### src/rtl/rtc_cal_pkg.sv
package rtc_cal_pkg;
  localparam int SEC_W  = 6;
  localparam int MIN_W  = 6;
  localparam int HOUR_W = 5;
  localparam int DOM_W  = 5;
  localparam int DOW_W  = 3;
  localparam int DOY_W  = 9;
  localparam int MON_W  = 4;
  localparam int YEAR_W = 12;
  localparam int NFIELD = 8;
  localparam int FIELD_W = 12;
  localparam int IDX_W  = $clog2(NFIELD);

  typedef struct packed {
    logic [YEAR_W-1:0] year;
    logic [MON_W-1:0]  mon;
    logic [DOY_W-1:0]  doy;
    logic [DOW_W-1:0]  dow;
    logic [DOM_W-1:0]  dom;
    logic [HOUR_W-1:0] hour;
    logic [MIN_W-1:0]  min;
    logic [SEC_W-1:0]  sec;
  } cal_t;

  function automatic logic [DOM_W-1:0] month_len(logic [MON_W-1:0] m, logic leap);
    case (m)
      4'd2:                   return leap ? 5'd29 : 5'd28;
      4'd4, 4'd6, 4'd9, 4'd11: return 5'd30;
      default:                return 5'd31;
    endcase
  endfunction

  function automatic logic [FIELD_W-1:0] field_get(cal_t t, logic [IDX_W-1:0] k);
    case (k)
      3'd0:    return FIELD_W'(t.sec);
      3'd1:    return FIELD_W'(t.min);
      3'd2:    return FIELD_W'(t.hour);
      3'd3:    return FIELD_W'(t.dom);
      3'd4:    return FIELD_W'(t.dow);
      3'd5:    return FIELD_W'(t.doy);
      3'd6:    return FIELD_W'(t.mon);
      default: return t.year;
    endcase
  endfunction

  function automatic cal_t field_set(cal_t t, logic [IDX_W-1:0] k, logic [FIELD_W-1:0] v);
    cal_t r;
    r = t;
    case (k)
      3'd0:    r.sec  = v[SEC_W-1:0];
      3'd1:    r.min  = v[MIN_W-1:0];
      3'd2:    r.hour = v[HOUR_W-1:0];
      3'd3:    r.dom  = v[DOM_W-1:0];
      3'd4:    r.dow  = v[DOW_W-1:0];
      3'd5:    r.doy  = v[DOY_W-1:0];
      3'd6:    r.mon  = v[MON_W-1:0];
      default: r.year = v;
    endcase
    return r;
  endfunction
endpackage

### src/rtl/rtc_prescaler.sv
module rtc_prescaler #(
  parameter int DIV = 32768
) (
  input  logic clk,
  input  logic rst_n,
  input  logic tick,
  input  logic run,
  input  logic clr,
  output logic sec_tick
);
  localparam int CW = (DIV > 2) ? $clog2(DIV) : 1;
  localparam logic [CW-1:0] LAST = CW'(DIV - 1);

  logic [CW-1:0] cnt_q;

  assign sec_tick = run && tick && !clr && (cnt_q == LAST);

  always_ff @(posedge clk) begin
    if (!rst_n)          cnt_q <= '0;
    else if (clr)        cnt_q <= '0;
    else if (run && tick) cnt_q <= (cnt_q == LAST) ? '0 : cnt_q + 1'b1;
  end

  p_clear_zero_r7: assert property (@(posedge clk) disable iff (!rst_n)
    clr |=> (cnt_q == '0));
  p_tick_spacing_r2: assert property (@(posedge clk) disable iff (!rst_n)
    sec_tick |=> !sec_tick);
  p_stop_hold_r2: assert property (@(posedge clk) disable iff (!rst_n)
    (!run && !clr) |=> $stable(cnt_q));
endmodule

### src/rtl/rtc_time_core.sv
module rtc_time_core
  import rtc_cal_pkg::*;
(
  input  logic               clk,
  input  logic               rst_n,
  input  logic               sec_tick,
  input  logic               wr_en,
  input  logic [IDX_W-1:0]   wr_idx,
  input  logic [FIELD_W-1:0] wr_val,
  output cal_t               now,
  output logic [NFIELD-1:0]  stepped
);
  cal_t cur_q, nxt;
  logic leap;
  logic [DOY_W-1:0] ylen;
  logic [DOM_W-1:0] mlen;

  assign leap = (cur_q.year[1:0] == 2'b00);
  assign ylen = leap ? 9'd366 : 9'd365;
  assign mlen = month_len(cur_q.mon, leap);

  always_comb begin
    nxt = cur_q;
    stepped = '0;
    if (sec_tick) begin
      stepped[0] = 1'b1;
      if (cur_q.sec >= 6'd59) begin
        nxt.sec = '0;
        stepped[1] = 1'b1;
        if (cur_q.min >= 6'd59) begin
          nxt.min = '0;
          stepped[2] = 1'b1;
          if (cur_q.hour >= 5'd23) begin
            nxt.hour = '0;
            stepped[3] = 1'b1;
            stepped[4] = 1'b1;
            stepped[5] = 1'b1;
            nxt.dow = (cur_q.dow >= 3'd6) ? '0 : cur_q.dow + 3'd1;
            nxt.doy = (cur_q.doy >= ylen) ? 9'd1 : cur_q.doy + 9'd1;
            if (cur_q.dom >= mlen) begin
              nxt.dom = 5'd1;
              stepped[6] = 1'b1;
              if (cur_q.mon >= 4'd12) begin
                nxt.mon = 4'd1;
                stepped[7] = 1'b1;
                nxt.year = cur_q.year + 12'd1;
              end else begin
                nxt.mon = cur_q.mon + 4'd1;
              end
            end else begin
              nxt.dom = cur_q.dom + 5'd1;
            end
          end else begin
            nxt.hour = cur_q.hour + 5'd1;
          end
        end else begin
          nxt.min = cur_q.min + 6'd1;
        end
      end else begin
        nxt.sec = cur_q.sec + 6'd1;
      end
    end
    if (wr_en) nxt = field_set(nxt, wr_idx, wr_val);
  end

  always_ff @(posedge clk) begin
    if (!rst_n) begin
      cur_q      <= '0;
      cur_q.dom  <= 5'd1;
      cur_q.doy  <= 9'd1;
      cur_q.mon  <= 4'd1;
    end else begin
      cur_q <= nxt;
    end
  end

  assign now = cur_q;

  p_sec_wrap_r3: assert property (@(posedge clk) disable iff (!rst_n)
    (sec_tick && !wr_en && cur_q.sec == 6'd59) |=> (cur_q.sec == '0));
  p_year_end_r4: assert property (@(posedge clk) disable iff (!rst_n)
    (sec_tick && !wr_en && cur_q.sec == 6'd59 && cur_q.min == 6'd59 &&
     cur_q.hour == 5'd23 && cur_q.mon == 4'd12 && cur_q.dom == 5'd31)
    |=> (cur_q.mon == 4'd1 && cur_q.dom == 5'd1 && cur_q.doy == 9'd1));
  p_idle_hold_r2: assert property (@(posedge clk) disable iff (!rst_n)
    (!sec_tick && !wr_en) |=> $stable(cur_q));
endmodule

### src/rtl/rtc_alarm_match.sv
module rtc_alarm_match
  import rtc_cal_pkg::*;
(
  input  cal_t              now,
  input  cal_t              target,
  input  logic [NFIELD-1:0] mask,
  output logic              hit
);
  logic [NFIELD-1:0] eq;

  for (genvar k = 0; k < NFIELD; k++) begin : g_cmp
    assign eq[k] = (field_get(now, IDX_W'(k)) == field_get(target, IDX_W'(k)));
  end

  assign hit = (mask != '1) && (&(eq | mask));
endmodule

### src/rtl/rtc_calendar.sv
module rtc_calendar
  import rtc_cal_pkg::*;
#(
  parameter int PRESCALE = 32768
) (
  input  logic        clk,
  input  logic        rst_n,
  input  logic        tick,
  input  logic        bus_wr,
  input  logic [7:0]  bus_addr,
  input  logic [31:0] bus_wdata,
  output logic [31:0] bus_rdata,
  output logic        irq
);
  localparam logic [7:0] A_STAT  = 8'h00;
  localparam logic [7:0] A_CTRL  = 8'h08;
  localparam logic [7:0] A_INCEN = 8'h0C;
  localparam logic [7:0] A_AMASK = 8'h10;
  localparam logic [7:0] A_SNAP0 = 8'h14;
  localparam logic [7:0] A_SNAP1 = 8'h18;
  localparam logic [7:0] A_SNAP2 = 8'h1C;
  localparam logic [2:0] BLK_CNT = 3'b001;
  localparam logic [2:0] BLK_ALM = 3'b011;
  localparam logic [4:0] CTRL_KEEP = 5'b10011;

  logic [4:0]        ctrl_q;
  logic [NFIELD-1:0] incen_q, amask_q;
  logic [1:0]        status_q, status_n;
  cal_t              alm_q, now;
  logic              tick_d, sec_tick, hit, run, clr;
  logic [NFIELD-1:0] stepped;
  logic              wr_cnt, wr_alm, wr_stat, wr_sec;
  logic [IDX_W-1:0]  idx;
  logic              unused_bits;

  assign idx     = bus_addr[4:2];
  assign wr_cnt  = bus_wr && (bus_addr[7:5] == BLK_CNT);
  assign wr_alm  = bus_wr && (bus_addr[7:5] == BLK_ALM);
  assign wr_stat = bus_wr && (bus_addr == A_STAT);
  assign wr_sec  = wr_cnt && (idx == '0);
  assign run     = ctrl_q[0] && !ctrl_q[1];
  assign clr     = ctrl_q[1] || wr_sec;
  assign unused_bits = ^{bus_wdata[31:12], bus_addr[1:0]};

  rtc_prescaler #(.DIV(PRESCALE)) u_div (
    .clk(clk), .rst_n(rst_n), .tick(tick), .run(run), .clr(clr), .sec_tick(sec_tick)
  );

  rtc_time_core u_core (
    .clk(clk), .rst_n(rst_n), .sec_tick(sec_tick), .wr_en(wr_cnt), .wr_idx(idx),
    .wr_val(bus_wdata[FIELD_W-1:0]), .now(now), .stepped(stepped)
  );

  rtc_alarm_match u_alarm (
    .now(now), .target(alm_q), .mask(amask_q), .hit(hit)
  );

  always_comb begin
    status_n = status_q & ~(wr_stat ? bus_wdata[1:0] : 2'b00);
    if (|(stepped & incen_q)) status_n[0] = 1'b1;
    if (tick_d && hit)        status_n[1] = 1'b1;
  end

  always_ff @(posedge clk) begin
    if (!rst_n) begin
      ctrl_q   <= '0;
      incen_q  <= '0;
      amask_q  <= '1;
      status_q <= '0;
      alm_q    <= '0;
      tick_d   <= 1'b0;
    end else begin
      tick_d   <= sec_tick;
      status_q <= status_n;
      if (bus_wr && bus_addr == A_CTRL)  ctrl_q  <= bus_wdata[4:0] & CTRL_KEEP;
      if (bus_wr && bus_addr == A_INCEN) incen_q <= bus_wdata[NFIELD-1:0];
      if (bus_wr && bus_addr == A_AMASK) amask_q <= bus_wdata[NFIELD-1:0];
      if (wr_alm) alm_q <= field_set(alm_q, idx, bus_wdata[FIELD_W-1:0]);
    end
  end

  always_comb begin
    bus_rdata = '0;
    if (bus_addr[7:5] == BLK_CNT)      bus_rdata = 32'(field_get(now, idx));
    else if (bus_addr[7:5] == BLK_ALM) bus_rdata = 32'(field_get(alm_q, idx));
    else begin
      case (bus_addr)
        A_STAT:  bus_rdata = 32'(status_q);
        A_CTRL:  bus_rdata = 32'(ctrl_q);
        A_INCEN: bus_rdata = 32'(incen_q);
        A_AMASK: bus_rdata = 32'(amask_q);
        A_SNAP0: bus_rdata = {5'b0, now.dow, 3'b0, now.hour, 2'b0, now.min, 2'b0, now.sec};
        A_SNAP1: bus_rdata = {4'b0, now.year, 4'b0, now.mon, 3'b0, now.dom};
        A_SNAP2: bus_rdata = {20'b0, 3'b0, now.doy};
        default: bus_rdata = {31'b0, unused_bits & 1'b0};
      endcase
    end
  end

  assign irq = |status_q;

  p_alarm_off_r8: assert property (@(posedge clk) disable iff (!rst_n)
    (amask_q == '1 && !status_q[1]) |=> !status_q[1]);
  p_incr_off_r9: assert property (@(posedge clk) disable iff (!rst_n)
    (incen_q == '0 && !status_q[0]) |=> !status_q[0]);
  p_alarm_sticky_r10: assert property (@(posedge clk) disable iff (!rst_n)
    (status_q[1] && !(wr_stat && bus_wdata[1])) |=> status_q[1]);
endmodule

### config.mk
export PLATFORM = sky130hd
export DESIGN_NAME = rtc_calendar
export DESIGN_NICKNAME = d
export VERILOG_FILES = /design/src/rtl/rtc_cal_pkg.sv /design/src/rtl/rtc_prescaler.sv /design/src/rtl/rtc_time_core.sv /design/src/rtl/rtc_alarm_match.sv /design/src/rtl/rtc_calendar.sv
export SDC_FILE = /design/constraint.sdc
export NUM_CORES = 1
export LEC_CHECK = 0
export ABC_AREA = 0
export ABC_CLOCK_PERIOD_IN_PS = 3400
export BUFFER_PORTS_ARGS = -buffer_cell sky130_fd_sc_hd__clkbuf_2
export CORE_ASPECT_RATIO = 0.7
export CORE_MARGIN = 3
export CORE_UTILIZATION = 50
export CTS_CLUSTER_SIZE = 30
export DETAILED_ROUTE_END_ITERATION = 16
export PLACE_DENSITY = 0.71
export SYNTH_ARGS = -nofsm -noshare
export SYNTH_HDL_FRONTEND = slang
export SYNTH_SLANG_ARGS = --single-unit
### constraint.sdc
create_clock -name clk -period 3.4 [get_ports clk]
set_input_delay 0 -clock clk [delete_from_list [all_inputs] [get_ports clk]]
set_output_delay 0 -clock clk [all_outputs]
set_load 0.005 [all_outputs]
==> results.rst, run 1 <==
.. list-table::
   :header-rows: 1

   * - Metric
     - Value
   * - Number of H-tree levels
     - 4
   * - TritonCTS sink count
     - about 140
   * - Sequential element share of the synthesized area
     - roughly a third
   * - Largest net degree at the start of global routing
     - just over 60
   * - Ranking of synthesized cells by area
     - dfxtp_1 (32%), nand2_1 (6.7%), a21oi_1 (5.7%), o21ai_0 (4.2%), xor2_1 (4.0%)
   * - Final GP Congestion
     - about 1.1
   * - Part of the total power dissipated in combinational logic
     - between 7 and 8%
   * - Share of power burned in registers
     - a little over two fifths
   * - Switching component of the power
     - 1012 uW
   * - Final clock skew
     - 0.01611 ns
   * - Share of total power consumed by net switching
     - a little over a quarter
   * - Overflow after GRT
     - 0
   * - Data required time of the worst path
     - between 3 and 4 ns
   * - Final Critical Period
     - around 3.0 ns
   * - Count of pins on the block boundary
     - between 70 and 80
   * - Final Hold Violating Endpoints
     - 0
   * - Endpoint kind of the worst setup timing path
     - flop
   * - Layout Area Growth over Synthesis
     - 12.05%
   * - Final hold slack
     - between 0.04 and 0.05 ns
   * - Drt pass-1 iters
     - 6
   * - Number of synthesized flops with an enable pin
     - 0
   * - Leakage component of the power
     - 0.003726 uW
   * - Number of warnings reported in the yosys synthesis log
     - 0
   * - DRC
     - 0
   * - Antenna viol nets, final
     - 0
   * - IR drop worst, VDD
     - roughly 0.23 mV
   * - Hold depth
     - 4
   * - Cell area after placement
     - ~9000 um^2
   * - Average wire per cell in the routed design
     - around 24 um
   * - Power density over the cells
     - 393.4 nW/um^2
   * - Nets
     - approximately 1200
   * - Finished Layout Cells
     - 1370
   * - Max-Cap Viols
     - 0
   * - Vias in the first global route
     - ~8000
   * - Buffers from clock root to sink, at most
     - 2
   * - Ratio of cells with drive above 1 in the final layout
     - between 10% and 20%
   * - Global routing usage summed across all routing layers
     - approximately a third
   * - Most common cell after layout, fill and taps aside
     - nand2_1
   * - Register area
     - roughly 2700 um^2
   * - Number of different library cells in the post-synthesis netlist
     - between 80 and 90
   * - Width of the chip
     - approximately 160 um
   * - Portion of total power attributed to the clock network
     - 49.7%
   * - Unrepaired setup endpoints after global routing
     - no
   * - Critical path start-end classification
     - flop to flop
   * - Mean cell area of the mapped netlist
     - between 7 and 8 um^2
   * - Number of buffers created by CTS
     - 17
   * - Start point of the critical path
     - u_core.now[34]$_SDFF_PN1_
   * - RR Endpoint
     - u_core.now[44]$_SDFF_PN0_
   * - Share of the core filled with cells in the final layout
     - approximately three fifths
   * - Largest driver fanout on the critical path
     - 8
   * - Final cycle utilization of the critical path
     - 87.66%
   * - Post-route cell area
     - 9713 um^2
   * - Cell area after synthesis
     - roughly 8700 um^2
   * - Iteration-0 DRC Markers
     - around 1400
   * - Initial cell density of the core
     - 52.09%
   * - Commonest non-fill, non-tap cells in the layout
     - nand2_1 (154), dfxtp_1 (137), a21oi_1 (98)
   * - Hold wc startpoint
     - tick
   * - Top cell type's share of synthesized area
     - a little under a third
   * - Filler cell count in the final layout
     - approximately 1500
   * - Vertical die dimension
     - about 120 um
   * - Initial antenna violation count
     - 0
   * - Synthesized flop and latch total
     - 137
   * - Cell at the root of the clock tree
     - clkbuf_16
   * - Multi-input gate area
     - ~5500 um^2
   * - Internal Pwr Total
     - between 2000 and 3000 uW
   * - Skew-Pair Late Insertion Delay
     - 0.44 ns
   * - Clock transition at the register clock pins on the worst setup and hold paths after CTS
     - approximately 0.070 ns
   * - Wire length of the first global-routing pass
     - 49670 um
   * - Kind of start point of the critical path
     - flop
   * - Setup Viol. Count Final
     - 0
   * - Result of the run
     - complete, no violations
   * - Post-synth ARST share
     - 0%
   * - Die ar.
     - roughly 19000 um^2
   * - Setup Total Neg Slack
     - 0 ns
   * - Vias post-DR
     - between 9000 and 10000
   * - TritonCTS clock tree
     - yes
   * - Placed cell count
     - between 1000 and 1500
   * - Final wirelength
     - about 33000 um
   * - Arrival time reported for the critical path endpoint
     - 3.35 ns
   * - Final number of max-transition violations
     - 0
   * - Relative slew slack
     - around 45%
   * - Count of buffers from port buffering
     - 50
   * - Number of rows created at floorplan
     - 39
   * - DR vias/cell
     - about 6.6
   * - Upper clock frequency limit
     - between 0.3 and 0.4 GHz
   * - Worst Tran Pin Value
     - roughly 0.8 ns
   * - Logic depth of the worst register-to-register path
     - 12
   * - Post-synth top flop
     - dfxtp_1
   * - Slack of the worst reg-to-reg path
     - approximately 0.42 ns
   * - Library cell occupying the most area in the post-synthesis netlist
     - dfxtp_1
   * - Floorplan core area
     - ~17000 um^2
   * - Hold/Removal Path Class
     - input pin to flop
   * - HPWL Detailed
     - roughly 24000 um
   * - Number of instances in the synthesized netlist
     - around 1100
   * - Reg-to-reg critical path startpoint
     - u_core.now[34]$_SDFF_PN1_
   * - Hold Crit Endpoint
     - u_div.cnt_q[1]$_SDFFE_PP0P_
[routing by layer]
layer,wire (um),global-route usage [%],share of wire [%]
met1,14390,53.21,44
met2,12730,46.27,39
met3,4975,11.31,15
met4,913,10.59,2.8
met5,0,0,0
[final cells by class]
type                            count  share of cell area [%]
Clock buffer                       20                   4.599
Sequential cell                   137                   28.24
Inverter                           17                  0.6570
Multi-Input combinational cell    868                   56.32
Antenna cell                        1                 0.02576
Tap cell                          225                   2.898
Clock inverter                     12                   1.443
Timing Repair Buffer               90                   5.822
[state kept, by name, indices dropped and copies added (netlist names)]
| name | count |
|---|---|
| status_q | 2 |
| alm_q | 50 |
| amask_q | 8 |
| ctrl_q | 3 |
| incen_q | 8 |
| tick_d | 1 |
| u_core.now | 50 |
| u_div.cnt_q | 15 |
[cell families after synthesis]
family,Yosys count,synth area share [%]
multiplexers,44,5.904
flip-flops,137,31.64
AO/OA/AOI/OAI,318,22.95
AND/OR/NAND/NOR,410,24.12
XOR/XNOR,72,7.275
buffers and inverters,107,5.470
other,1,0.04326
adder cells (fa/ha/maj),18,2.598
[how the worst max path moves through the flow]
stage                                      to  slack [ns]
floorplan           u_core.now[46]$_SDFF_PN0_        0.80
global placement    u_core.now[46]$_SDFF_PN0_        0.53
detailed placement  u_core.now[44]$_SDFF_PN0_        0.49
CTS                 u_core.now[44]$_SDFF_PN0_        0.45
global route           status_q[0]$_SDFF_PN0_        0.17
finish              u_core.now[44]$_SDFF_PN0_        0.42
[power by group through the flow]
| stage | registers [uW] | clock network, uW | logic (uW) |
|---|---|---|---|
| after global routing | 1630 | 1970 | 305 |
| after global placement | 1670 | 0 | 270 |
| after detailed placement | 1670 | 0 | 271 |
| final | 1630 | 1900 | 289 |
| after CTS | 1630 | 1910 | 276 |
| after floorplan | 1660 | 0 | 179 |
[synthesized netlist by cell type (5+ instances only)]
library cell / count
nand2_1: 154
dfxtp_1: 137
a21oi_1: 98
o21ai_0: 73
nor2_1: 65
nand3_1: 56
clkbuf_1: 48
xor2_1: 40
a31oi_1: 32
mux2i_1: 32
xnor2_1: 32
buf_2: 25
nor3_1: 23
o22ai_1: 20
ha_1: 18
and3_1: 16
inv_1: 15
nand4_1: 14
a221oi_1: 13
a22oi_1: 12
and2_1: 11
o211ai_1: 11
a22o_1: 9
buf_4: 9
nor4_1: 9
or3_1: 9
buf_1: 7
mux2_2: 7
nand4b_1: 7
mux4_2: 5
nor2b_1: 5
o221ai_1: 5
[worst max-delay path, cell delays in order, from the launching register on]
cell and delay [ns]:
dfxtp_1 0.50, inv_1 0.14, ha_1 0.23, o21ai_0 0.16
o21ai_0 0.10, o21ai_0 0.16, ha_1 0.14, nand2b_1 0.11
a21o_1 0.20, nand3_1 0.15, or4b_4 0.55, or3_1 0.32
a31oi_1 0.15
[timing repair]
action	in CTS	in global routing
resized for setup	0	0
hold buffers	6	0
hold endpoints to repair	16	0
setup buffers	0	0
[stage by stage]
step                setup WS [ns]  total power, uW
floorplan                  0.8027             1835
global placement           0.5300             1938
detailed placement         0.4946             1939
CTS                        0.4543             3819
global route               0.1722             3913
finish                     0.4194             3821
(Power assumes the default switching activity.)
==> run 2, diff against run 1 <==
Settings changed: CORE_ASPECT_RATIO 0.7 to 1.1.
==> results.rst, run 2 (synthesis results as in run 1) <==
.. list-table::
   :header-rows: 1

   * - Metric
     - Value
   * - Result of the run
     - complete, no violations
   * - Share of the core filled with cells in the final layout
     - 58.60% (+0.23 points)
   * - Final number of max-transition violations
     - 0 (unchanged)
   * - Worst slack after detailed placement
     - 0.2290 ns (-0.2656 ns)
   * - Wire length of the first global-routing pass
     - 48650 um (-2.1%)
   * - Most common cell after layout, fill and taps aside
     - nand2_1
   * - Number of buffers created by CTS
     - 17 (unchanged)
   * - Final worst-path setup slack
     - 0.2480 ns (-0.1714 ns)
   * - Switching component of the power
     - 970.2 uW (-4.2%)
   * - Leakage component of the power
     - 0.003757 uW (+0.84%)
   * - Average wire per cell in the routed design
     - 23.33 um (-3.2%)
   * - WP buf/inv
     - 1 (unchanged)
   * - Upper clock frequency limit
     - 0.3173 GHz (-5.4%)
   * - Number of rows created at floorplan
     - 49 (+26%)
   * - Antenna viol nets, final
     - 0 (unchanged)
   * - DR vias/cell
     - 6.507 (-2.1%)
   * - Cell area after placement
     - 9061 um^2 (about the same)
   * - Endpoint kind of the worst setup timing path
     - flop
   * - Critical path start-end classification
     - flop to flop
   * - # Post-CTS Setup Buffers
     - 0 (unchanged)
   * - DRC
     - 0 (unchanged)
   * - Floorplan core area
     - 16680 um^2 (+0.22%)
   * - Worst Tran Pin Value
     - 0.8427 ns (+0.02870 ns)
   * - Count of pins on the block boundary
     - 77 (unchanged)
   * - Drt pass-1 iters
     - 7 (+1)
   * - Share of power burned in registers
     - 41.1% (-1.7 points)
   * - Delay contributed by the slowest stage of the critical path
     - 0.61 ns (+0.06 ns)
   * - Final hold slack
     - 0.01194 ns (-0.03778 ns)
   * - Final GP Congestion
     - 1.007 (-5.2%)
   * - Filler cell count in the final layout
     - 1581 (+4.0%)
   * - Final cycle utilization of the critical path
     - 92.70% (+5.0 points)
   * - Die ar.
     - 18950 um^2 (-0.12%)
   * - Crit path max-delay cell type
     - a2111oi_1
   * - Vias in the first global route
     - 8238 (+2.9%)
   * - Post-route cell area
     - 9772 um^2 (+0.61%)
   * - TritonCTS clock tree
     - yes
   * - Global routing usage summed across all routing layers
     - 33.30% (-1.7 points)
   * - Max-Cap Viols
     - 0 (unchanged)
   * - Initial cell density of the core
     - 51.98% (-0.11 points)
   * - Final Critical Period
     - 3.152 ns (+0.1714 ns)
   * - HPWL Detailed
     - 22770 um (-3.5%)
   * - Setup Viol. Count Final
     - 0 (unchanged)
   * - Power density over the cells
     - 407.0 nW/um^2 (+3.5%)
   * - Iteration-0 DRC Markers
     - 1124 (-20%)
   * - Number of H-tree levels
     - 4 (unchanged)
   * - Hold/Removal Path Class
     - input pin to flop
   * - Number of inserted diodes
     - 0 (-1)
   * - Commonest non-fill, non-tap cells in the layout
     - nand2_1 (154), dfxtp_1 (137), a21oi_1 (98)
   * - Final wirelength
     - 32000 um (-3.0%)
   * - Vertical die dimension
     - 144.1 um (+24%)
   * - Part of the total power dissipated in combinational logic
     - 7.1% (-0.5 points)
   * - Clock transition at the register clock pins on the worst setup and hold paths after CTS
     - 0.06 ns (about the same)
   * - Count of buffers from port buffering
     - 50 (unchanged)
   * - Arrival time reported for the critical path endpoint
     - 3.45 ns (+0.10 ns)
   * - Top cell by count, worst path
     - o21ai_0
   * - Portion of total power attributed to the clock network
     - 51.8% (+2.1 points)
   * - Final clock skew
     - 0.009502 ns (-0.006603 ns)
   * - Skew-Pair Late Insertion Delay
     - 0.44 ns (about the same)
   * - Initial antenna violation count
     - 0 (unchanged)
   * - Largest net degree at the start of global routing
     - 46 (-25%)
   * - Vias post-DR
     - 8928 (-2.0%)
   * - Final Hold Violating Endpoints
     - 0 (unchanged)
   * - Top cell family by delay on the critical path
     - compound AO/OA/AOI/OAI gates
   * - Kind of start point of the critical path
     - flop
   * - Cell at the root of the clock tree
     - clkbuf_16
   * - Overflow after GRT
     - 0 (unchanged)
   * - Nets
     - 1192 (-0.084%)
   * - Internal Pwr Total
     - 3007 uW (+7.1%)
   * - Share of total power consumed by net switching
     - 24.39% (-2.1 points)
   * - Relative slew slack
     - 43.57% (-1.9 points)
   * - Buffers from clock root to sink, at most
     - 2 (unchanged)
   * - Largest driver fanout on the critical path
     - 8 (unchanged)
   * - Unrepaired setup endpoints after global routing
     - no
   * - TritonCTS sink count
     - 137 (unchanged)
   * - Ratio of cells with drive above 1 in the final layout
     - 13.39% (about the same)
   * - IR drop worst, VDD
     - 0.3483 mV (+49%)
   * - List of cells traversed by the critical path
     - inv_1 -> ha_1 -> o21ai_0 -> o21ai_0 -> o21ai_0 -> ha_1 -> nand2b_1 -> a21oi_1 -> nor3_1 -> a2111oi_1 -> a2bb2oi_1 -> a21oi_1
   * - Width of the chip
     - 131.5 um (-19%)
   * - Data required time of the worst path
     - 3.69 ns (-0.08 ns)
   * - Setup Total Neg Slack
     - 0 ns (unchanged)
   * - Layout Area Growth over Synthesis
     - 12.73%
## run 2: cell types whose count changed in the layout (fill, tap and decap cells not counted)
cell and change:
a2111oi_1 +1, inv_6 -2, clkinvlp_4 -2, bufinv_16 +3
clkbuf_1 -1, buf_4 -1, diode_2 -1, clkbuf_8 -1
a2111oi_0 -1, clkinv_2 +1, clkinv_4 +2
## run 2: power groups by stage
stage               Clock (uW)  Combinational [uW]  Sequential (uW)
floorplan                    0                 179             1660
global placement             0                 269             1670
detailed placement           0                 267             1670
CTS                       2070                 275             1630
global route              2120                 300             1630
finish                    2060                 284             1630
## run 2: cell type report
cell class | count | area (um^2) | area share, %
Multi-Input combinational cell | 868 | 5472 | 55.99
Tap cell | 229 | 286.5 | 2.932
Sequential cell | 137 | 2743 | 28.07
Inverter | 17 | 63.81 | 0.6530
Timing Repair Buffer | 89 | 558.0 | 5.711
Clock buffer | 18 | 429.2 | 4.392
Clock inverter | 14 | 220.2 | 2.254
## run 2: timing repair
action / in CTS / in global routing
resized for setup: 0 / 1
hold buffers: 6 / 0
hold endpoints to repair: 18 / 0
setup endpoints to repair: 0 / 1
## run 2: worst paths after layout
kind	slack, ns	cells after the start	end	from
setup / recovery	0.25	12	status_q[0]$_SDFF_PN0_	u_core.now[34]$_SDFF_PN1_
hold / removal	0.01	4	u_div.cnt_q[0]$_SDFFE_PP0P_	tick
setup reg to reg	0.25	12	status_q[0]$_SDFF_PN0_	u_core.now[34]$_SDFF_PN1_
hold reg to reg	0.47	2	u_div.cnt_q[14]$_SDFFE_PP0P_	u_div.cnt_q[14]$_SDFFE_PP0P_
## run 2: through the flow
stage	power, uW	cells
final	3978	1372
after global routing	4059	1372
after CTS	3982	1372
after detailed placement	1935	1334
after global placement	1937	1334
after floorplan	1835	1112
## run 2: layer usage
layer  track usage, %  routed length, um
met1            44.10              13020
met2            52.00              14070
met3            6.681               3259
met4            17.19               1653
met5                0                  0
## run 2: tightest hold or removal path, stage by stage
cell and delay [ns]:
clkbuf_2 0.11, nand3b_4 0.14, a21oi_1 0.08, nor2_1 0.07
==> run 3, diff against run 2 <==
Settings changed: RECOVER_POWER from default to 50.
==> results.rst, run 3 (synthesis results as in run 1) <==
.. list-table::
   :header-rows: 1

   * - Metric
     - Value
   * - Result of the run
     - complete, no violations
   * - Logic depth of the worst register-to-register path
     - 12 (unchanged)
   * - Count of buffers from port buffering
     - 50 (unchanged)
   * - Number of buffers created by CTS
     - 17 (unchanged)
   * - Setup Viol. Count Final
     - 0 (unchanged)
   * - Relative slew slack
     - 19.84% (-24 points)
   * - Count of pins on the block boundary
     - 77 (unchanged)
   * - DRC
     - 0 (unchanged)
   * - Final GP Congestion
     - 1.007 (unchanged)
   * - Antenna viol nets, final
     - 0 (unchanged)
   * - Unrepaired setup endpoints after global routing
     - no
   * - TritonCTS sink count
     - 137 (unchanged)
   * - Final Hold Violating Endpoints
     - 0 (unchanged)
   * - Vertical die dimension
     - 144.1 um (unchanged)
   * - Worst setup endpoint
     - status_q[0]$_SDFF_PN0_
   * - Drt pass-1 iters
     - 6 (-1)
   * - Iteration-0 DRC Markers
     - 1163 (+3.5%)
   * - Final worst-path setup slack
     - 0.2588 ns (+0.01079 ns)
   * - Commonest non-fill, non-tap cells in the layout
     - nand2_1 (154), dfxtp_1 (137), a21oi_1 (98)
   * - Final clock skew
     - 0.008450 ns (-0.001052 ns)
   * - Arrival time reported for the critical path endpoint
     - 3.43 ns (-0.02 ns)
   * - # Post-CTS Setup Buffers
     - 0 (unchanged)
   * - Endpoint kind of the worst setup timing path
     - flop
   * - IR drop worst, VDD
     - 0.3431 mV (-1.5%)
   * - Ratio of cells with drive above 1 in the final layout
     - 11.81% (-1.6 points)
   * - Hold/Removal Path Class
     - input pin to flop
   * - Vias in the first global route
     - 8238 (unchanged)
   * - Average wire per cell in the routed design
     - 23.29 um (-0.16%)
   * - Data required time of the worst path
     - 3.69 ns (about the same)
   * - Largest driver fanout on the critical path
     - 8 (unchanged)
   * - Number of inserted diodes
     - 0 (unchanged)
   * - Leakage component of the power
     - 0.003677 uW (-2.1%)
   * - Start point of the critical path
     - u_core.now[34]$_SDFF_PN1_
   * - RR Endpoint
     - status_q[0]$_SDFF_PN0_
   * - Wire length of the first global-routing pass
     - 48650 um (unchanged)
   * - Nets
     - 1192 (unchanged)
   * - Finished Layout Cells
     - 1372 (unchanged)
   * - Final wirelength
     - 31950 um (-0.16%)
   * - Worst slack after detailed placement
     - 0.2290 ns (unchanged)
   * - Number of rows created at floorplan
     - 49 (unchanged)
   * - Buffers from clock root to sink, at most
     - 2 (unchanged)
   * - Overflow after GRT
     - 0 (unchanged)
   * - DR vias/cell
     - 6.520 (+0.20%)
   * - HPWL Detailed
     - 22770 um (unchanged)
   * - Skew-Pair Late Insertion Delay
     - 0.43 ns (about the same)
   * - Filler cell count in the final layout
     - 1597 (+1.0%)
   * - Largest net degree at the start of global routing
     - 46 (unchanged)
   * - Cell at the root of the clock tree
     - clkbuf_16
   * - Power density over the cells
     - 409.5 nW/um^2 (+0.60%)
   * - Final cycle utilization of the critical path
     - 92.39% (-0.32 points)
   * - Final number of max-transition violations
     - 0 (unchanged)
   * - Number of H-tree levels
     - 4 (unchanged)
   * - Reg-to-reg critical path startpoint
     - u_core.now[34]$_SDFF_PN1_
   * - TritonCTS clock tree
     - yes
   * - Most common cell after layout, fill and taps aside
     - nand2_1
   * - Clock transition at the register clock pins on the worst setup and hold paths after CTS
     - 0.07 ns (about the same)
   * - Vias post-DR
     - 8946 (+0.20%)
   * - Worst Tran Pin Value
     - 1.202 ns (+0.3596 ns)
   * - Kind of start point of the critical path
     - flop
   * - Layout Area Growth over Synthesis
     - 11.94%
   * - Global routing usage summed across all routing layers
     - 33.30% (unchanged)
   * - Setup Total Neg Slack
     - 0 ns (unchanged)
   * - Upper clock frequency limit
     - 0.3184 GHz (+0.34%)
   * - Critical path start-end classification
     - flop to flop
   * - Initial antenna violation count
     - 0 (unchanged)
   * - Slack of the worst reg-to-reg path
     - 0.26 ns (about the same)
   * - Floorplan core area
     - 16680 um^2 (unchanged)
   * - Initial cell density of the core
     - 51.98% (unchanged)
   * - Final Critical Period
     - 3.141 ns (-0.01079 ns)
   * - Width of the chip
     - 131.5 um (unchanged)
   * - Share of the core filled with cells in the final layout
     - 58.19% (-0.41 points)
   * - Max-Cap Viols
     - 0 (unchanged)
   * - Placed cell count
     - 1334 (unchanged)
   * - Die ar.
     - 18950 um^2 (unchanged)
-- run 3: power breakdown --
part | switching (uW) | internal (uW) | leakage [uW]
combinational | 195 | 83.8 | 0.00226
sequential | 20.0 | 1610 | 0.00110
clock | 753 | 1310 | 0.000315
-- run 3: repair_timing --
item                                    4_1_cts  5_1_grt
endpoints found under the hold margin        18        0
hold buffers                                  6        0
resized for setup                             0        1
endpoints found under the setup margin        0        1
-- run 3: worst min path at each step --
stage,from,end,depth (start not counted),slack (ns)
6_report,bus_wdata[5],alm_q[43]$_SDFFE_PN0P_,3,0.05
5_1_grt,bus_wdata[5],alm_q[43]$_SDFFE_PN0P_,3,0.1
4_1_cts,tick,u_div.cnt_q[0]$_SDFFE_PP0P_,4,0.01
3_5_place_dp,bus_wdata[9],alm_q[47]$_SDFFE_PN0P_,3,0.26
3_3_place_gp,bus_wdata[11],alm_q[49]$_SDFFE_PN0P_,3,0.24
2_1_floorplan,bus_wdata[6],amask_q[6]$_SDFFE_PN1P_,2,0.13
-- run 3: area by class of cell --
class	count	area, um^2	share of cell area [%]
timing repair buffer	89	526.8	5.429
inverter	17	63.81	0.6576
clock inverter	14	220.2	2.270
clock buffer	18	429.2	4.423
sequential	137	2743	28.27
tap	229	286.5	2.953
multi-input combinational	868	5434	56.00
-- run 3: through the flow --
stage	hold slack, ns	area [um^2]	power (uW)
3_5_place_dp	0.2579	9061	1935
5_1_grt	0.09853	9703	4054
3_3_place_gp	0.2425	9061	1937
2_1_floorplan	0.1251	8687	1835
6_report	0.05041	9703	3973
4_1_cts	0.01075	9771	3982
-- run 3: critical path: stages (launching register included) --
cell       delay, ns
dfxtp_1         0.57
inv_1           0.15
ha_1            0.23
o21ai_0         0.14
o21ai_0         0.10
o21ai_0         0.17
ha_1            0.25
nand2b_1        0.15
a21oi_1         0.18
nor3_1          0.13
a2111oi_1       0.61
a2bb2oi_1       0.23
a21oi_1         0.08
-- run 3: metal layers --
layer	vias to the layer above	routed length (um)	track usage (%)
met5	-	0	0
met4	0	1806	17.19
met3	129	3548	6.681
met2	530	13860	52.00
met1	4193	12730	44.10
li1	4094	-	-
